**src/rtl/bank_switcher_pkg.sv**
```systemverilog
// Package: shared constants and types for the memory bank switcher.
// Assumes ports are consecutive from MAP_PORT_BASE; the index order below
// is behavioural (each index is tied to one map action).
package bank_switcher_pkg;

    localparam int MAP_PORT_BASE = 8'hE0;
    localparam int MAP_PORT_NUM  = 7;

    // Port index offsets from MAP_PORT_BASE.
    localparam int PIX_LOW_RAM  = 0;
    localparam int PIX_TOP_RAM  = 1;
    localparam int PIX_LOW_ROM  = 2;
    localparam int PIX_TOP_IO   = 3;
    localparam int PIX_DEFAULT  = 4;
    localparam int PIX_BLANK    = 5;
    localparam int PIX_UNBLANK  = 6;

    typedef enum logic [1:0] {
        REGION_LOW = 2'd0,
        REGION_MID = 2'd1,
        REGION_TOP = 2'd2
    } region_e;

    typedef enum logic {
        TOP_RAM = 1'b0,
        TOP_IO  = 1'b1
    } top_map_e;

endpackage

```
**src/rtl/bank_port_decode.sv**
```systemverilog
// Module: bank_port_decode
// Turns an I/O write cycle into a one-hot vector of port hits, one bit per
// map port. Assumes active-low strobes and that only the low address byte
// selects the port; no data bus value is consulted.
module bank_port_decode #(
    parameter int PORT_W    = 8,
    parameter int PORT_BASE = 8'hE0,
    parameter int PORT_NUM  = 7
) (
    input  logic [PORT_W-1:0]   port,
    input  logic                iorq_n,
    input  logic                wr_n,
    output logic [PORT_NUM-1:0] hit
);

    logic io_write;

    // Qualify: an I/O write needs both strobes low together.
    always_comb begin
        io_write = ~iorq_n & ~wr_n;
    end

    // One comparator per port number.
    for (genvar gi = 0; gi < PORT_NUM; gi++) begin : g_port
        localparam logic [PORT_W-1:0] PNUM = PORT_W'(PORT_BASE + gi);
        assign hit[gi] = io_write && (port == PNUM);
    end

endmodule

```
**src/rtl/bank_map_state.sv**
```systemverilog
// Module: bank_map_state
// Holds the mapping flags: low region ROM/RAM, remembered top mapping and
// the top-region blank flag. Assumes at most one hit bit is set per cycle.
// Reset is synchronous and active low.
module bank_map_state
    import bank_switcher_pkg::*;
#(
    parameter int PORT_NUM = MAP_PORT_NUM
) (
    input  logic                clk,
    input  logic                rst_n,
    input  logic [PORT_NUM-1:0] hit,
    output logic                low_is_rom,
    output top_map_e            top_map,
    output logic                top_inhibit
);

    // Low region flag: RAM on one port, ROM on two.
    always_ff @(posedge clk) begin
        if (!rst_n) begin
            low_is_rom <= 1'b1;
        end else if (hit[PIX_LOW_RAM]) begin
            low_is_rom <= 1'b0;
        end else if (hit[PIX_LOW_ROM] || hit[PIX_DEFAULT]) begin
            low_is_rom <= 1'b1;
        end
    end

    // Remembered top mapping: kept even while the region is blanked.
    always_ff @(posedge clk) begin
        if (!rst_n) begin
            top_map <= TOP_IO;
        end else if (hit[PIX_TOP_RAM]) begin
            top_map <= TOP_RAM;
        end else if (hit[PIX_TOP_IO] || hit[PIX_DEFAULT]) begin
            top_map <= TOP_IO;
        end
    end

    // Blank flag: set by one port, cleared by its companion.
    always_ff @(posedge clk) begin
        if (!rst_n) begin
            top_inhibit <= 1'b0;
        end else if (hit[PIX_BLANK]) begin
            top_inhibit <= 1'b1;
        end else if (hit[PIX_UNBLANK]) begin
            top_inhibit <= 1'b0;
        end
    end

endmodule

```
**src/rtl/bank_region_select.sv**
```systemverilog
// Module: bank_region_select
// Combinational decode of a memory cycle into one of RAM, ROM or I/O
// selects using the current map flags. Assumes active-low strobes; a cycle
// with MREQ but neither RD nor WR (e.g. refresh) selects nothing.
module bank_region_select
    import bank_switcher_pkg::*;
#(
    parameter int ADDR_W    = 16,
    parameter int LOW_LIMIT = 16'h0FFF,
    parameter int TOP_BASE  = 16'hD000
) (
    input  logic [ADDR_W-1:0] addr,
    input  logic              mreq_n,
    input  logic              rd_n,
    input  logic              wr_n,
    input  logic              low_is_rom,
    input  top_map_e          top_map,
    input  logic              top_inhibit,
    output logic              sel_ram,
    output logic              sel_rom,
    output logic              sel_io
);

    localparam logic [ADDR_W-1:0] LOW_END = ADDR_W'(LOW_LIMIT);
    localparam logic [ADDR_W-1:0] TOP_BEG = ADDR_W'(TOP_BASE);

    region_e region;
    logic    mem_cycle;

    // Classify the address into one of three regions.
    always_comb begin
        if (addr <= LOW_END) begin
            region = REGION_LOW;
        end else if (addr >= TOP_BEG) begin
            region = REGION_TOP;
        end else begin
            region = REGION_MID;
        end
    end

    // A memory cycle needs MREQ and one data strobe.
    always_comb begin
        mem_cycle = ~mreq_n & (~rd_n | ~wr_n);
    end

    // Drive exactly one select for the region, or none.
    always_comb begin
        sel_ram = 1'b0;
        sel_rom = 1'b0;
        sel_io  = 1'b0;
        if (mem_cycle) begin
            unique case (region)
                REGION_LOW: begin
                    sel_rom = low_is_rom;
                    sel_ram = ~low_is_rom;
                end
                REGION_TOP: begin
                    if (!top_inhibit) begin
                        sel_io  = (top_map == TOP_IO);
                        sel_ram = (top_map == TOP_RAM);
                    end
                end
                default: begin
                    sel_ram = 1'b1;
                end
            endcase
        end
    end

endmodule

```
**src/rtl/bank_switcher.sv**
```systemverilog
// Module: bank_switcher (top)
// Memory-map controller: port writes in the I/O space update the map
// flags, and each memory cycle is steered to RAM, ROM or memory-mapped I/O.
// Assumes a 16-bit address with the port number on the low byte.
module bank_switcher
    import bank_switcher_pkg::*;
#(
    parameter int ADDR_W    = 16,
    parameter int PORT_W    = 8,
    parameter int LOW_LIMIT = 16'h0FFF,
    parameter int TOP_BASE  = 16'hD000
) (
    input  logic              clk,
    input  logic              rst_n,
    input  logic [ADDR_W-1:0] addr,
    input  logic              iorq_n,
    input  logic              mreq_n,
    input  logic              rd_n,
    input  logic              wr_n,
    output logic              sel_ram,
    output logic              sel_rom,
    output logic              sel_io,
    output logic              top_inhibit
);

    logic [MAP_PORT_NUM-1:0] hit;
    logic                    low_is_rom;
    top_map_e                top_map;

    bank_port_decode #(
        .PORT_W    (PORT_W),
        .PORT_BASE (MAP_PORT_BASE),
        .PORT_NUM  (MAP_PORT_NUM)
    ) u_decode (
        .port   (addr[PORT_W-1:0]),
        .iorq_n (iorq_n),
        .wr_n   (wr_n),
        .hit    (hit)
    );

    bank_map_state #(
        .PORT_NUM (MAP_PORT_NUM)
    ) u_state (
        .clk         (clk),
        .rst_n       (rst_n),
        .hit         (hit),
        .low_is_rom  (low_is_rom),
        .top_map     (top_map),
        .top_inhibit (top_inhibit)
    );

    bank_region_select #(
        .ADDR_W    (ADDR_W),
        .LOW_LIMIT (LOW_LIMIT),
        .TOP_BASE  (TOP_BASE)
    ) u_select (
        .addr        (addr),
        .mreq_n      (mreq_n),
        .rd_n        (rd_n),
        .wr_n        (wr_n),
        .low_is_rom  (low_is_rom),
        .top_map     (top_map),
        .top_inhibit (top_inhibit),
        .sel_ram     (sel_ram),
        .sel_rom     (sel_rom),
        .sel_io      (sel_io)
    );

endmodule

```
**config.mk**
```make
export PLATFORM = sky130hd
export DESIGN_NAME = bank_switcher
export DESIGN_NICKNAME = d
export VERILOG_FILES = /design/src/rtl/bank_switcher_pkg.sv /design/src/rtl/bank_port_decode.sv /design/src/rtl/bank_map_state.sv /design/src/rtl/bank_region_select.sv /design/src/rtl/bank_switcher.sv
export SDC_FILE = /design/constraint.sdc
export NUM_CORES = 1
export LEC_CHECK = 0
export BUFFER_PORTS_ARGS = -buffer_cell sky130_fd_sc_hd__buf_2
export CAP_MARGIN = 20
export CORE_AREA = 4 4 41 43
export DETAILED_ROUTE_END_ITERATION = 8
export DIE_AREA = 0 0 45 47
export HOLD_SLACK_MARGIN = 0.05
export PLACE_DENSITY = 0.5
export SLEW_MARGIN = 10
export SYNTH_ARGS = -nofsm -noshare
export SYNTH_HDL_FRONTEND = slang
export SYNTH_SLANG_ARGS = --single-unit
```
**constraint.sdc**
```tcl
create_clock -name clk -period 3.5 [get_ports clk]
set_input_delay 0.7 -clock clk [delete_from_list [all_inputs] [get_ports clk]]
set_output_delay 0.7 -clock clk [all_outputs]
set_load 0.01 [all_outputs]
```
==> results of run 1 <==
## metal layers
metal	wire length, µm	GRT usage
met5	0	0
met4	0	0.0702
met3	100	0.0230
met2	318	0.124
met1	288	0.0769
## worst max-delay path: cells and delay by family
family | cells | cell delay (ns)
and+or+nand+nor | 2 | 0.25
AOI/OAI and AO/OA | 1 | 0.21
buffers and inverters | 2 | 0.26
## per-stage QoR
step           instance area, µm²  utilization  hold WS, ns
6_report                      400        0.308        0.538
5_1_grt                       400        0.308        0.569
4_1_cts                       400        0.308        0.544
3_5_place_dp                  374        0.288        0.534
3_3_place_gp                  374        0.288        0.524
2_1_floorplan                 250            -        0.479
## kinds of logic after synthesis
| logic type | count (synthesis) |
|---|---|
| and+or+nand+nor | 19 |
| buffers and inverters | 1 |
| AOI/OAI and AO/OA | 11 |
| DFF | 3 |
## worst max path at each step
stage             start       to  slack (ns)  depth (start not counted)
5_1_grt        addr[12]  sel_ram        1.27                          5
3_5_place_dp   addr[12]  sel_ram        1.36                          5
6_report       addr[12]  sel_ram        1.37                          5
3_3_place_gp   addr[12]  sel_ram        1.34                          5
2_1_floorplan      rd_n   sel_io        1.48                          2
4_1_cts        addr[12]  sel_ram        1.35                          5
## cell usage in the layout, fill, tap and decap left out, drive strengths merged
master | netlist | layout
o211ai | 1 | 1
nor3 | 1 | 1
and3b | 1 | 1
or4bb | 1 | 1
nor2b | 1 | 1
nor3b | 1 | 1
inv | 1 | 1
o21ai | 3 | 3
buf | 0 | 21
nor4b | 1 | 1
a211oi | 1 | 1
and2 | 1 | 1
dfxtp | 3 | 3
a21oi | 1 | 1
nor2 | 4 | 4
nand2 | 3 | 3
a21o | 1 | 1
nor4 | 2 | 2
o2111ai | 1 | 1
or4b | 1 | 1
or3 | 1 | 1
and3 | 1 | 1
clkbuf | 0 | 4
a31oi | 3 | 3
## power by group through the flow
stage	combinational, µW	sequential (µW)	clock [µW]
5_1_grt	25.9	34.5	62.9
2_1_floorplan	8.14	35.0	0
3_3_place_gp	22.5	35.0	0
4_1_cts	22.9	34.5	63.0
3_5_place_dp	22.8	35.0	0
6_report	22.5	34.5	59.0
## sequential cells by signal, summed over array words and instances (netlist names)
name                 cells
u_state.low_is_rom       1
u_state.top_inhibit      1
u_state.top_map          1
## layout make-up
type	count	area (µm²)	area share
multi-input cells	30	186	0.466
flip-flops and latches	3	60.1	0.150
clock buffers	4	26.3	0.0656
repair buffers	21	105	0.263
well taps	15	18.8	0.0469
inverters	1	3.75	0.00938
==> results.tsv, run 1 <==
stage	metric	value	unit
run_status	outcome	completed	
logic_synthesis	synth.avg_cell_area	7.36	µm²
power_and_ir_drop	sw_frac_of_total	0.233	
power_and_ir_drop	leakagePower	0.000199	µW
logic_synthesis	yosysSeqAreaShare	0.240	
worst_setup_path	worst_ep_required_time	2.80	ns
sta	slew_viol_final	0	
job	maxCapViolCount	0	
logic_synthesis	yosys-mux-area-fraction	0	
worst_setup_path	worst-setup-path-type	primary input to output port	
clock_network	tritoncts.num_buffers	3	
logic_synthesis	post_synthesis_sequential_element_count	3	
worst_setup_path	start_kind	primary input	
worst_hold_path	holdCritStartpoint	u_state.low_is_rom$_SDFFE_PN1P_	
floorplanning	full_die_area	0.00212	mm²
sta	totalNegativeSetupSlack	0	ns
logic_synthesis	synth.lib_cells_used.distinct	22	
global_route	grt_overflow	0	
sta	max_clock_freq	470	MHz
sta	clock_skew	0	ns
worst_setup_path	max_stage_delay	0.21	ns
clock_network	ctsHtreeMaxLevel	1	
clock_network	worst_setup_hold_path_clk_slew	0.03	ns
logic_synthesis	yosys_warnings	0	
logic_synthesis	synth_ff_type	sky130_fd_sc_hd__dfxtp_1	
logic_synthesis	synth_top_area_share	0.240	
sta	final.min_clock_period	2.13	ns
placed_design	dp_worst_setup_slack	1.36	ns
power_and_ir_drop	ir_drop	0.0734	mV
logic_synthesis	yosys.area_share.adder	0	
floorplanning	die_h	47	µm
clock_network	clk_root_buffer_cell	sky130_fd_sc_hd__clkbuf_4	
logic_synthesis	synth-xor-area-share	0	
global_route	first_global_vias	313	
logic_synthesis	async_reset_ff_frac	0	
logic_synthesis	synth_cell_count_leaders	sky130_fd_sc_hd__nor2_1 (4), sky130_fd_sc_hd__a31oi_1 (3), sky130_fd_sc_hd__dfxtp_1 (3), sky130_fd_sc_hd__nand2_1 (3), sky130_fd_sc_hd__o21ai_0 (3)	
logic_synthesis	syn_nets	56	
worst_hold_path	hold-path-endpoint	u_state.low_is_rom$_SDFFE_PN1P_	
global_route	grt_pass1_wl	1150	µm
logic_synthesis	synth_area_leader_cell	sky130_fd_sc_hd__dfxtp_1	
sta	hold_viol_final	0	
worst_setup_path	worst_r2r_startpoint	u_state.top_inhibit$_SDFFE_PN0P_	
final_layout	post_route_cells_drive_above_1_share	0.424	
floorplanning	die_w	45	µm
logic_synthesis	synth_top_family_by_area	simple AND/OR/NAND/NOR gates	
worst_hold_path	whs_path_depth	2	
power_and_ir_drop	power.net_switching	27.0	µW
logic_synthesis	synth_compound_area_frac	0.285	
floorplanning	initial_core_util	0.192	
placed_design	place.detailed.hpwl	618	µm
sta	setup-violations-final	0	
placed_design	io_buffer_count	21	
logic_synthesis	synth_enable_flop_cells	0	
power_and_ir_drop	p_clk_frac	0.509	
route	drt-initial-drc-count	0	
worst_setup_path	path_cells	buf_2, o211ai_1, nor2_1, nor3b_1, buf_2	
global_route	grt_max_degree	7	
floorplanning	std_cell_rows	13	
final_layout	syn_to_final_growth	60.0	%
route	routed_wl	707	µm
power_and_ir_drop	power.share.sequential	0.297	
global_route	grt_antenna_before_repair	0	
worst_hold_path	holdCritPathClass	flip-flop to flip-flop	
route	drcViolationCount	0	
clock_network	numClockSinks	3	
power_and_ir_drop	pwr_density_cell	290	mW/mm²
power_and_ir_drop	pwr-share-comb	0.194	
logic_synthesis	post_synth_and_or_nand_nor_area_fraction	0.460	
sta	timing_worst_slew_pin_value	0.657	ns
worst_setup_path	crit_path_end_kind	output port	
clock_network	cts_max_path_buffers	2	
logic_synthesis	synthMostInstantiatedCell	sky130_fd_sc_hd__nor2_1	
sta	max_slew_headroom	0.556	
worst_setup_path	worst_path_most_repeated_cell	sky130_fd_sc_hd__buf_2	
floorplanning	core_region_area	0.00130	mm²
route	drt-vias-per-instance	4.58	
route	number_of_nets_with_antenna_violations_after_detailed_routing	0	
final_layout	n_antenna_cell	0	
logic_synthesis	mappedNetlistArea	250	µm²
route	drt-wirelength-per-cell	9.55	µm
worst_setup_path	ff2ff_setup_slack	2.72	ns
power_and_ir_drop	intPower	89.0	µW
placed_design	gp_congestion	0.756	
logic_synthesis	synth_area_leaders	sky130_fd_sc_hd__dfxtp_1 (24%), sky130_fd_sc_hd__a31oi_1 (7.5%), sky130_fd_sc_hd__o21ai_0 (6.0%)	
floorplanning	boundary_pin_count	26	
worst_setup_path	cp_slowest_cell	sky130_fd_sc_hd__o211ai_1	
global_route	grt.total_usage	0.0757	
sta	rsz0062_at_grt	false	
worst_setup_path	worstReg2RegEnd	u_state.top_inhibit$_SDFFE_PN0P_	
sta	final_critical_path_setup_slack	1.37	ns
clock_network	worst_skew_pair.late_latency	0.23	ns
clock_network	clock_tree_from_tritoncts	built	
final_layout	fill_cell_count	157	
power_and_ir_drop	design_power_total	116	µW
route	via_count	339	
final_layout	final_net_count	82	
placed_design	dpl.cell_count	70	
worst_setup_path	critPathArrivalTime	1.43	ns
clock_network	cts.repair.resized	0	
final_layout	finalNonFillerCells	74	
logic_synthesis	synth_cells	34	
route	drt_pass1_iterations	1	
worst_setup_path	cp_max_fo	2	
sta	fin_crit_sh	0.608	
worst_setup_path	timing.reg2reg.worst_path_depth	2	
clock_network	post_cts.repair.setup_buffers	0	
clock_network	cts_hold_repair_buffers	0	
Note: power is estimated with default switching activity, not from simulation.
==> inputs of run 2 (changes only) <==
--- a/config.mk
+++ b/config.mk
@@ -5,13 +5,14 @@
 export SDC_FILE = /design/constraint.sdc
 export NUM_CORES = 1
 export LEC_CHECK = 0
+export ABC_AREA = 1
 export BUFFER_PORTS_ARGS = -buffer_cell sky130_fd_sc_hd__buf_2
 export CAP_MARGIN = 20
 export CORE_AREA = 4 4 41 43
 export DETAILED_ROUTE_END_ITERATION = 8
 export DIE_AREA = 0 0 45 47
 export HOLD_SLACK_MARGIN = 0.05
-export PLACE_DENSITY = 0.5
+export PLACE_DENSITY = 0.56
 export SLEW_MARGIN = 10
 export SYNTH_ARGS = -nofsm -noshare
 export SYNTH_HDL_FRONTEND = slang
==> constraint.sdc (replaced) <==
create_clock -name clk -period 2.1 [get_ports clk]
set_input_delay 0.42 -clock clk [delete_from_list [all_inputs] [get_ports clk]]
set_output_delay 0.42 -clock clk [all_outputs]
set_load 0.01 [all_outputs]
==> run 2 against run 1 <==
Effect of this change:
- synthesized area is 27% higher
- clock-buffer cell count stayed put
- clock skew stayed put
- routed wire length is 3.8% higher
- die area stayed put
- total power is 76% higher
- via count is 14% higher
- worst hold slack worse by 0.15 ns
- synthesized cell count is 50% higher
- global-route usage is 0.23 points lower
- combinational power is 110% higher
- critical endpoint is now sel_io
- largest power group unchanged
==> results.tsv, run 2 <==
stage	metric	value	unit	change
run_status	outcome	completed		unchanged
power_and_ir_drop	leakagePower	0.000284	µW	was 0.000199 µW
global_route	grt_overflow	0		unchanged
sta	max_slew_headroom	0.845		was 0.556
sta	fin_crit_sh	0.733		
worst_setup_path	cp_top_family	buffers and inverters		unchanged
final_layout	syn_to_final_growth	47.4	%	was 60.0%
final_layout	n_antenna_cell	0		unchanged
power_and_ir_drop	pwr_density_cell	438	mW/mm²	was 290 mW/mm²
clock_network	cts.repair.resized	0		unchanged
placed_design	dp_worst_setup_slack	0.573	ns	was 1.36 ns
placed_design	io_buffer_count	21		unchanged
final_layout	final_net_count	99		was 82
logic_synthesis	synth_area_leader_cell	sky130_fd_sc_hd__dfxtp_1		unchanged
sta	clock_skew	0	ns	unchanged
clock_network	ctsHtreeMaxLevel	1		unchanged
logic_synthesis	synth_enable_flop_cells	0		unchanged
clock_network	worst_skew_pair.late_latency	0.23	ns	about the same
floorplanning	core_region_area	0.00130	mm²	unchanged
worst_setup_path	worst_ep_required_time	1.68	ns	was 2.80 ns
logic_synthesis	synth_area_leaders	sky130_fd_sc_hd__dfxtp_1 (19%), sky130_fd_sc_hd__nand3_1 (13%), sky130_fd_sc_hd__nand2_1 (11%)		was sky130_fd_sc_hd__dfxtp_1 (24%), sky130_fd_sc_hd__a31oi_1 (7.5%), sky130_fd_sc_hd__o21ai_0 (6.0%)
clock_network	cts_hold_repair_buffers	0		unchanged
placed_design	gp_congestion	0.690		was 0.756
logic_synthesis	synth_ff_type	sky130_fd_sc_hd__dfxtp_1		unchanged
worst_setup_path	critPathArrivalTime	1.12	ns	was 1.43 ns
global_route	grt_antenna_before_repair	0		unchanged
logic_synthesis	synth.avg_cell_area	6.21	µm²	was 7.36 µm²
worst_setup_path	worst_path_most_repeated_cell	sky130_fd_sc_hd__buf_2		unchanged
floorplanning	die_h	47	µm	unchanged
clock_network	numClockSinks	3		unchanged
logic_synthesis	synth_compound_area_frac	0.0474		was 0.285
final_layout	leading_registers_by_flop_count	u_state.low_is_rom x1, u_state.top_inhibit x1, u_state.top_map x1		unchanged
logic_synthesis	post_synthesis_sequential_element_count	3		unchanged
route	drcViolationCount	0		unchanged
floorplanning	boundary_pin_count	26		unchanged
placed_design	dp_area	440	µm²	was 374 µm²
logic_synthesis	synth.lib_cells_used.distinct	16		was 22
logic_synthesis	yosys-mux-area-fraction	0		unchanged
worst_hold_path	holdCritStartpoint	rst_n		was u_state.low_is_rom$_SDFFE_PN1P_
logic_synthesis	synth_cells	51		was 34
final_layout	layout.cells.most_common_list	sky130_fd_sc_hd__buf_2 (21), sky130_fd_sc_hd__nand2_1 (9), sky130_fd_sc_hd__nor2_1 (8), sky130_fd_sc_hd__nand3_1 (8), sky130_fd_sc_hd__inv_1 (7)		was sky130_fd_sc_hd__buf_2 (21), sky130_fd_sc_hd__nor2_1 (4)
worst_setup_path	start_kind	primary input		unchanged
sta	rsz0062_at_grt	false		unchanged
floorplanning	std_cell_rows	13		unchanged
clock_network	worst_setup_hold_path_clk_slew	0.04	ns	was 0.03 ns
route	routed_wl	734	µm	was 707 µm
final_layout	final_cell_area	467	µm²	was 400 µm²
placed_design	place.detailed.hpwl	641	µm	was 618 µm
worst_hold_path	holdCritPathClass	primary input to flip-flop		was flip-flop to flip-flop
global_route	grt_pass1_wl	1160	µm	was 1150 µm
sta	slew_viol_final	0		unchanged
sta	totalNegativeSetupSlack	0	ns	unchanged
logic_synthesis	synth_top_family_by_area	simple AND/OR/NAND/NOR gates		unchanged
global_route	grt.total_usage	0.0735		was 0.0757
route	drt-vias-per-instance	4.24		was 4.58
route	drt-wirelength-per-cell	8.07	µm	was 9.55 µm
worst_setup_path	worst-setup-path-type	primary input to output port		unchanged
logic_synthesis	yosysSeqAreaShare	0.190		was 0.240
route	number_of_nets_with_antenna_violations_after_detailed_routing	0		unchanged
worst_setup_path	path_cells	buf_2, a21o_1, nor4_1, buf_2		was buf_2, o211ai_1, nor2_1, nor3b_1, buf_2
logic_synthesis	synthMostInstantiatedCell	sky130_fd_sc_hd__nand2_1		was sky130_fd_sc_hd__nor2_1
job	maxCapViolCount	0		unchanged
worst_hold_path	hold-path-endpoint	u_state.low_is_rom$_SDFFE_PN1P_		unchanged
route	drt_pass1_iterations	3		was 1
final_layout	post-route-util	0.359		was 0.308
final_layout	leading_cell_type_in_the_layout_fill_and_taps_excluded	sky130_fd_sc_hd__buf_2		unchanged
worst_setup_path	cp_max_fo	3		was 2
logic_synthesis	synth_cell_count_leaders	sky130_fd_sc_hd__nand2_1 (9), sky130_fd_sc_hd__nand3_1 (8), sky130_fd_sc_hd__nor2_1 (8)		was sky130_fd_sc_hd__nor2_1 (4), sky130_fd_sc_hd__a31oi_1 (3), sky130_fd_sc_hd__dfxtp_1 (3), sky130_fd_sc_hd__nand2_1 (3), sky130_fd_sc_hd__o21ai_0 (3)
sta	final_critical_path_setup_slack	0.561	ns	was 1.37 ns
sta	final.min_clock_period	1.54	ns	
logic_synthesis	post_synth_and_or_nand_nor_area_fraction	0.644		was 0.460
logic_synthesis	synth_top_area_share	0.190		was 0.240
clock_network	cts_max_path_buffers	2		unchanged
logic_synthesis	async_reset_ff_frac	0		unchanged
logic_synthesis	mappedNetlistArea	317	µm²	was 250 µm²
route	drt-initial-drc-count	4		was 0
final_layout	post_route_cells_drive_above_1_share	0.447		was 0.424
clock_network	clk_root_buffer_cell	sky130_fd_sc_hd__clkbuf_4		unchanged
logic_synthesis	yosys_warnings	0		unchanged
sta	timing_worst_slew_pin_value	0.231	ns	was 0.657 ns
sta	setup-violations-final	0		unchanged
final_layout	regArea	60.1	µm²	unchanged
worst_setup_path	worst_r2r_startpoint	u_state.low_is_rom$_SDFFE_PN1P_		was u_state.top_inhibit$_SDFFE_PN0P_
logic_synthesis	synth-xor-area-share	0		unchanged
route	via_count	386		was 339
clock_network	tritoncts.num_buffers	3		unchanged
global_route	first_global_vias	352		was 313
floorplanning	full_die_area	0.00212	mm²	unchanged
logic_synthesis	yosys.area_share.adder	0		unchanged
worst_setup_path	max_stage_delay	0.23	ns	was 0.21 ns
global_route	grt_max_degree	8		was 7
worst_hold_path	whs_path_depth	2		unchanged
sta	hold_viol_final	0		unchanged
floorplanning	initial_core_util	0.243		was 0.192
worst_setup_path	cp_slowest_cell	sky130_fd_sc_hd__nor4_1		was sky130_fd_sc_hd__o211ai_1
worst_setup_path	crit_path_end_kind	output port		unchanged
final_layout	fill_cell_count	149		was 157
sta	max_clock_freq	650	MHz	
clock_network	clock_tree_from_tritoncts	built		unchanged
worst_setup_path	worstReg2RegEnd	u_state.low_is_rom$_SDFFE_PN1P_		was u_state.top_inhibit$_SDFFE_PN0P_
clock_network	post_cts.repair.setup_buffers	0		unchanged
floorplanning	die_w	45	µm	unchanged
final_layout	multiInputGateArea	219	µm²	was 186 µm²
worst_setup_path	critical_path_buf_inv_count	2		unchanged
power_and_ir_drop	ir_drop	0.213	mV	was 0.0734 mV
worst_setup_path	ff2ff_setup_slack	1.44	ns	was 2.72 ns
logic_synthesis	syn_nets	73		was 56
worst_setup_path	timing.reg2reg.worst_path_depth	4		was 2
## run 2: changes by cell type after synthesis, moves of 2 or more
cell | previous run | this run
sky130_fd_sc_hd__nand3_1 | 0 | 8
sky130_fd_sc_hd__inv_2 | 0 | 3
sky130_fd_sc_hd__inv_1 | 1 | 7
sky130_fd_sc_hd__nand2_1 | 3 | 9
sky130_fd_sc_hd__a31oi_1 | 3 | 0
sky130_fd_sc_hd__nor2_4 | 0 | 2
sky130_fd_sc_hd__nand2_2 | 0 | 2
sky130_fd_sc_hd__nor2_1 | 4 | 8
sky130_fd_sc_hd__o21ai_0 | 3 | 0
## run 2: layer usage
metal / GRT usage / part of all wire / up-vias
met5: 0 / 0 / -
met4: 0.0526 / 0 / 0
met3: 0.0115 / 0.044 / 0
met2: 0.136 / 0.56 / 6
met1: 0.0750 / 0.40 / 172
li1: - / - / 208
## run 2: worst reg2reg max path, stage by stage, from the launching register on
cell and delay, ns:
sky130_fd_sc_hd__dfxtp_1 0.29, sky130_fd_sc_hd__inv_1 0.08, sky130_fd_sc_hd__nand3_1 0.08, sky130_fd_sc_hd__nand2_1 0.06
sky130_fd_sc_hd__nand2_1 0.04
## run 2: per-stage QoR
step	total power, µW	instances	hold slack (ns)
finish	205	91	0.383
global placement	106	87	0.494
floorplan	83.1	51	0.489
detailed placement	106	87	0.494
CTS	210	91	0.374
global route	217	91	0.396
## run 2: cell families after synthesis
group,count (synthesis)
AO/OA/AOI/OAI,2
flip-flops,3
AND/OR/NAND/NOR,36
buffers and inverters,10
## run 2: final cells by class
type,count,share of cell area
timing repair buffer,21,0.225
tap,15,0.0402
multi-input combinational,38,0.469
inverter,10,0.0804
sequential,3,0.129
clock buffer,4,0.0563
## run 2: worst max-delay path by stage
stage | startpoint | to | slack (ns) | cells past startpoint
floorplan | rd_n | sel_io | 0.67 | 2
finish | rd_n | sel_io | 0.56 | 4
CTS | addr[12] | sel_ram | 0.57 | 6
detailed placement | addr[12] | sel_ram | 0.57 | 6
global placement | addr[12] | sel_ram | 0.59 | 6
global route | addr[12] | sel_ram | 0.48 | 6
## run 2: power breakdown
group	switching, µW	total [µW]	internal, µW
registers	0.0402	57.4	57.4
logic	25.9	47.8	21.9
clock network	28.4	99.5	71.1
total	54.2	205	150
